`config.mk`:
```
export PLATFORM = sky130hd
export DESIGN_NAME = page_write_sequencer
export DESIGN_NICKNAME = d
export VERILOG_FILES = /design/src/rtl/page_write_sequencer.sv
export SDC_FILE = /design/constraint.sdc
export NUM_CORES = 1
export LEC_CHECK = 0
export BUFFER_PORTS_ARGS = -buffer_cell sky130_fd_sc_hd__buf_2
export CAP_MARGIN = 10
export CELL_PAD_IN_SITES_DETAIL_PLACEMENT = 1
export CELL_PAD_IN_SITES_GLOBAL_PLACEMENT = 1
export CORE_MARGIN = 3
export CORE_UTILIZATION = 50
export CTS_CLUSTER_DIAMETER = 100
export DETAILED_ROUTE_END_ITERATION = 12
export HOLD_SLACK_MARGIN = 0.03
export PLACE_DENSITY = 0.73
export SYNTH_ARGS = -nofsm -noshare
export SYNTH_HDL_FRONTEND = slang
export SYNTH_SLANG_ARGS = --single-unit
```
`constraint.sdc`:
```
create_clock -name clk -period 4.2 [get_ports clk]
set_input_delay 1.26 -clock clk [delete_from_list [all_inputs] [get_ports clk]]
set_output_delay 1.26 -clock clk [all_outputs]
set_load 0.03 [all_outputs]
```
`src/rtl/page_write_sequencer.sv`:
```
module page_write_sequencer #(
  parameter int ADDR_W      = 13,
  parameter int DATA_W      = 8,
  parameter int PAGE_BYTES  = 32,
  parameter int LOAD_CYCLES = 5000,
  parameter int PROG_CYCLES = 250000
) (
  input  logic              clk,
  input  logic              rst_n,
  input  logic              wr_en,
  input  logic [ADDR_W-1:0] wr_addr,
  input  logic [DATA_W-1:0] wr_data,
  input  logic              rd_en,
  input  logic              wc_inhibit,
  output logic              busy,
  output logic [DATA_W-1:0] poll_data,
  output logic              commit_en,
  output logic [ADDR_W-1:0] commit_addr,
  output logic [DATA_W-1:0] commit_data
);
  localparam int OFS_W = $clog2(PAGE_BYTES);
  localparam int PG_W  = ADDR_W - OFS_W;
  localparam int LT_W  = $clog2(LOAD_CYCLES + 1);
  localparam int PT_W  = $clog2(PROG_CYCLES + 1);

  typedef enum logic [1:0] {S_IDLE, S_LOAD, S_PROG} state_t;

  state_t                  st_q;
  logic [LT_W-1:0]         tmr_q;
  logic [PT_W-1:0]         prog_q;
  logic [PG_W-1:0]         page_q;
  logic [PAGE_BYTES-1:0]   mask_q;
  logic [DATA_W-1:0]       buf_q [PAGE_BYTES];
  logic                    tog_q;

  wire [OFS_W-1:0] wr_ofs  = wr_addr[OFS_W-1:0];
  wire [PG_W-1:0]  wr_pg   = wr_addr[ADDR_W-1:OFS_W];
  wire             same_pg = (wr_pg == page_q);
  wire             in_load = (st_q == S_LOAD);

  wire take        = wr_en && !wc_inhibit && ((st_q == S_IDLE) || (in_load && same_pg));
  wire close_early = in_load && !wc_inhibit && wr_en && !same_pg;
  wire load_done   = in_load && !wc_inhibit && !wr_en && (tmr_q == '0);
  wire discard     = in_load && wc_inhibit;
  wire enter_prog  = close_early || load_done;
  wire prog_last   = (st_q == S_PROG) && (prog_q == PT_W'(PROG_CYCLES - 1));

  wire [OFS_W-1:0] scan = prog_q[OFS_W-1:0];

  always_ff @(posedge clk) begin
    if (!rst_n)                       st_q <= S_IDLE;
    else if (enter_prog)              st_q <= S_PROG;
    else if (discard || prog_last)    st_q <= S_IDLE;
    else if (take)                    st_q <= S_LOAD;
  end

  always_ff @(posedge clk) begin
    if (!rst_n)                       tmr_q <= '0;
    else if (take)                    tmr_q <= LT_W'(LOAD_CYCLES - 1);
    else if (in_load && tmr_q != '0)  tmr_q <= tmr_q - 1'b1;
  end

  always_ff @(posedge clk) begin
    if (!rst_n || st_q != S_PROG)     prog_q <= '0;
    else                              prog_q <= prog_q + 1'b1;
  end

  always_ff @(posedge clk) begin
    if (!rst_n)                           page_q <= '0;
    else if (take && st_q == S_IDLE)      page_q <= wr_pg;
  end

  always_ff @(posedge clk) begin
    if (!rst_n || discard || prog_last)   mask_q <= '0;
    else if (take)                        mask_q[wr_ofs] <= 1'b1;
  end

  always_ff @(posedge clk) begin
    if (take) buf_q[wr_ofs] <= wr_data;
  end

  always_ff @(posedge clk) begin
    if (!rst_n) begin
      tog_q     <= 1'b0;
      poll_data <= '0;
    end else begin
      if (rd_en) begin
        poll_data    <= '0;
        poll_data[6] <= tog_q;
      end
      if (enter_prog)                  tog_q <= 1'b0;
      else if (rd_en && st_q == S_PROG) tog_q <= ~tog_q;
    end
  end

  assign busy        = (st_q == S_PROG);
  assign commit_en   = busy && (prog_q < PT_W'(PAGE_BYTES)) && mask_q[scan];
  assign commit_addr = {page_q, scan};
  assign commit_data = buf_q[scan];
endmodule


```
==> run_results.csv <==
group,metric,value,unit
final_layout,drive_gt1_frac,0.247,
synth,ys_seq_elements,331,
timing,min_period,4.07,ns
power_and_ir_drop,finalPower,7.02,mW
global_routing,grt_pass1_vias,8424,
detailed_routing,vias,7805,
floorplanning,rows,59,
critical_path,critPathRequiredTime,2.94,ns
place,place_ws,0.590,ns
critical_path,r2r_slack,1.16,ns
detailed_routing,vias_per_cell,6.01,
clock_network,cts_buffers,35,
final_layout,diodes,0,
timing,worstMarginPinSlew,0.972,ns
place,io_buffers,49,
critical_path,worst_r2r_startpoint,"prog_q[2]",
critical_path,r2r-end,"mask_q[15]",
global_routing,grt_overflow,0,
timing,fin_tns_setup,0,ns
power_and_ir_drop,p_leak,4.90,nW
timing,setup_viol,0,
power_and_ir_drop,powerDensity,455,nW/um^2
synth,yosysSeqAreaShare,0.685,
timing,hold_viol_final,0,
place,placedCellCount,1235,
hold_path,min_to,"mask_q[9]",
timing,max_freq,246,MHz
global_routing,antenna_found_initial,1,
timing,final.setup_skew,0.0126,ns
hold_path,min_path_cells,2,
critical_path,cp.arrival,2.81,ns
place,dp_hpwl,20.9,mm
synth,synth_edf_count,256,
final_layout,synthToLayoutAreaGrowth,15.1,%
synth,syn_area,13400,um^2
final_layout,final_cells,1299,
final_layout,final_nets,968,
hold_path,hp-start,"mask_q[9]",
critical_path,cpMaxStageDelayCell,"dfxtp_2",
detailed_routing,drt_wl_total,32.3,mm
synth,synth_cell_types,50,
critical_path,max_stage_delay,0.86,ns
clock_network,ctsHtreeMaxLevel,2,
detailed_routing,drtAntennaViolNets,0,
place,dpl_cell_area,14200,um^2
floorplanning,initial_utilization,0.512,
clock_network,cts_tree,"built",
global_routing,grt_pass1_wl,49.9,mm
final_layout,fin_area,15400,um^2
clock_network,clk_root_buffer_cell,"clkbuf_16",
floorplanning,fp.dieH,170,um
global_routing,grt_max_degree,33,
outcome,status,"completed",
critical_path,reg2regPathDepth,6,
floorplanning,fp.dieW,170,um
critical_path,cp_max_fo,29,
clock_network,cts.sinks,331,
power_and_ir_drop,ir_drop,0.363,mV
detailed_routing,firstDrtPassIters,4,
clock_network,clk_pin_slew_worst_paths,0.05,ns
critical_path,crit_chain,"mux4_2 -> mux2_2 -> a21oi_1 -> o21ai_0 -> o21a_1 -> buf_2",
synth,synth_cells,862,
final_layout,multi_input_area,3980,um^2
timing,rsz0062_at_grt,"false",
timing,slew_violations,0,
synth,yosysWarnings,0,
floorplanning,num_io_pins,57,
clock_network,ctsLongestPathBuffers,3,
final_layout,regArea,9200,um^2
timing,fin_hold_ws,0.463,ns
job,maxCapViolations,0,
floorplanning,design.die.area,28800,um^2
synth,syn_area_per_cell,15.6,um^2
global_routing,track_usage,0.228,
hold_path,hold_class,"flip-flop to flip-flop",
synth,synthFlopType,"edfxtp_1",
synth,synthArstFlopShare,0,
timing,slew_headroom,0.344,
final_layout,finalCoreUtilization,0.589,
critical_path,crit_path_end_kind,"output port",
detailed_routing,wl_per_cell,24.9,um
timing,post-route-period-util,0.968,
clock_network,ctsHoldBuffers,0,
timing,layout_setup_ws,0.134,ns
place,gp_congestion,0.797,
detailed_routing,drc,0,
final_layout,final_common_cell,"edfxtp_1",
detailed_routing,drt_iter0_markers,548,
critical_path,crit_buf_inv,1,
final_layout,layout_common_cells,"edfxtp_1, nand2_1, mux4_2, dfxtp_1, nor2_1",
critical_path,critPathKind,"flip-flop to output port",
final_layout,fill_cells,2371,
critical_path,crit_path_start_kind,"flip-flop",
floorplanning,placeableCoreArea,26200,um^2
critical_path,cp_top_family,"flip-flops",
clock_network,clock_latency,0.51,ns
[state kept, by name, summed over array words and instances (netlist names)]
name,cells
tmr_q,13
st_q,2
tog_q,1
page_q,8
buf_q,256
mask_q,32
poll_data,1
prog_q,18
[per-layer routing]
layer | wire (um) | GRT usage | part of all wire
met1 | 13700 | 0.315 | 0.42
met2 | 16300 | 0.386 | 0.51
met3 | 1620 | 0.0382 | 0.050
met4 | 642 | 0.0519 | 0.020
met5 | 13 | 0 | 0.00040
[report_power, final]
part / switching, mW / total (mW) / internal [mW]
combinational: 0.193 / 0.281 / 0.0875
sequential: 0.0254 / 3.58 / 3.55
clock: 1.20 / 3.16 / 1.97
[logic make-up (layout without fill, tap and decap cells)]
kind of cell               count (synthesis)  in the layout  share of synthesized area
and+or+nand+nor                          240            240                     0.0863
DFF                                      331            331                      0.685
xor gates and xnor gates                  32             32                     0.0209
buffers and inverters                     65            161                     0.0222
muxes                                    102            102                      0.144
other                                      1              7                   0.000280
AOI/OAI and AO/OA                         88             88                     0.0381
adders and majority gates                  3              3                    0.00280
[tightest hold or removal path: stages, from the launching register on]
cell and delay (ns):
dfxtp_1 0.33, nand2_1 0.05, o21ai_0 0.06
[synthesized netlist by cell type, drive strengths merged, types with 5 or more instances]
cell,number,share of area
edfxtp,256,0.57
a21oi,24,0.0090
nand3,18,0.0067
or3,6,0.0032
clkbuf,30,0.0085
dfxtp,75,0.11
o21ai,46,0.017
nand2b,7,0.0033
nor2,52,0.015
xnor2,21,0.014
inv,7,0.0020
nor2b,5,0.0023
nand2,84,0.024
mux4,72,0.12
mux2i,20,0.015
nor4,21,0.0098
nor3,14,0.0052
mux2,10,0.0084
o21a,8,0.0045
buf,28,0.012
nand4,13,0.0061
xor2,11,0.0072
[final cells by class]
class,count,share of cell area
sequential,331,0.596
multi-input combinational,472,0.258
clock buffer,51,0.0650
timing repair buffer,92,0.0405
tap,335,0.0272
clock inverter,11,0.0116
inverter,7,0.00170
[worst max-delay path by stage]
| stage | startpoint | to | slack [ns] | cells past startpoint |
|---|---|---|---|---|
| final | prog_q[2] | commit_data[0] | 0.13 | 6 |
| after floorplan | prog_q[2] | commit_en | 0.40 | 6 |
| after global placement | prog_q[1] | commit_en | 0.59 | 5 |
| after CTS | prog_q[1] | commit_data[0] | 0.008 | 6 |
| after detailed placement | prog_q[1] | commit_en | 0.59 | 5 |
| after global routing | prog_q[2] | commit_en | 0.001 | 5 |
[timing repair]
action | 4_1_cts | 5_1_grt
buffers inserted | 0 | 2
resized for setup | 0 | 1
endpoints found under the setup margin | 0 | 7
No activity file was read; power rests on OpenSTA's default activity.
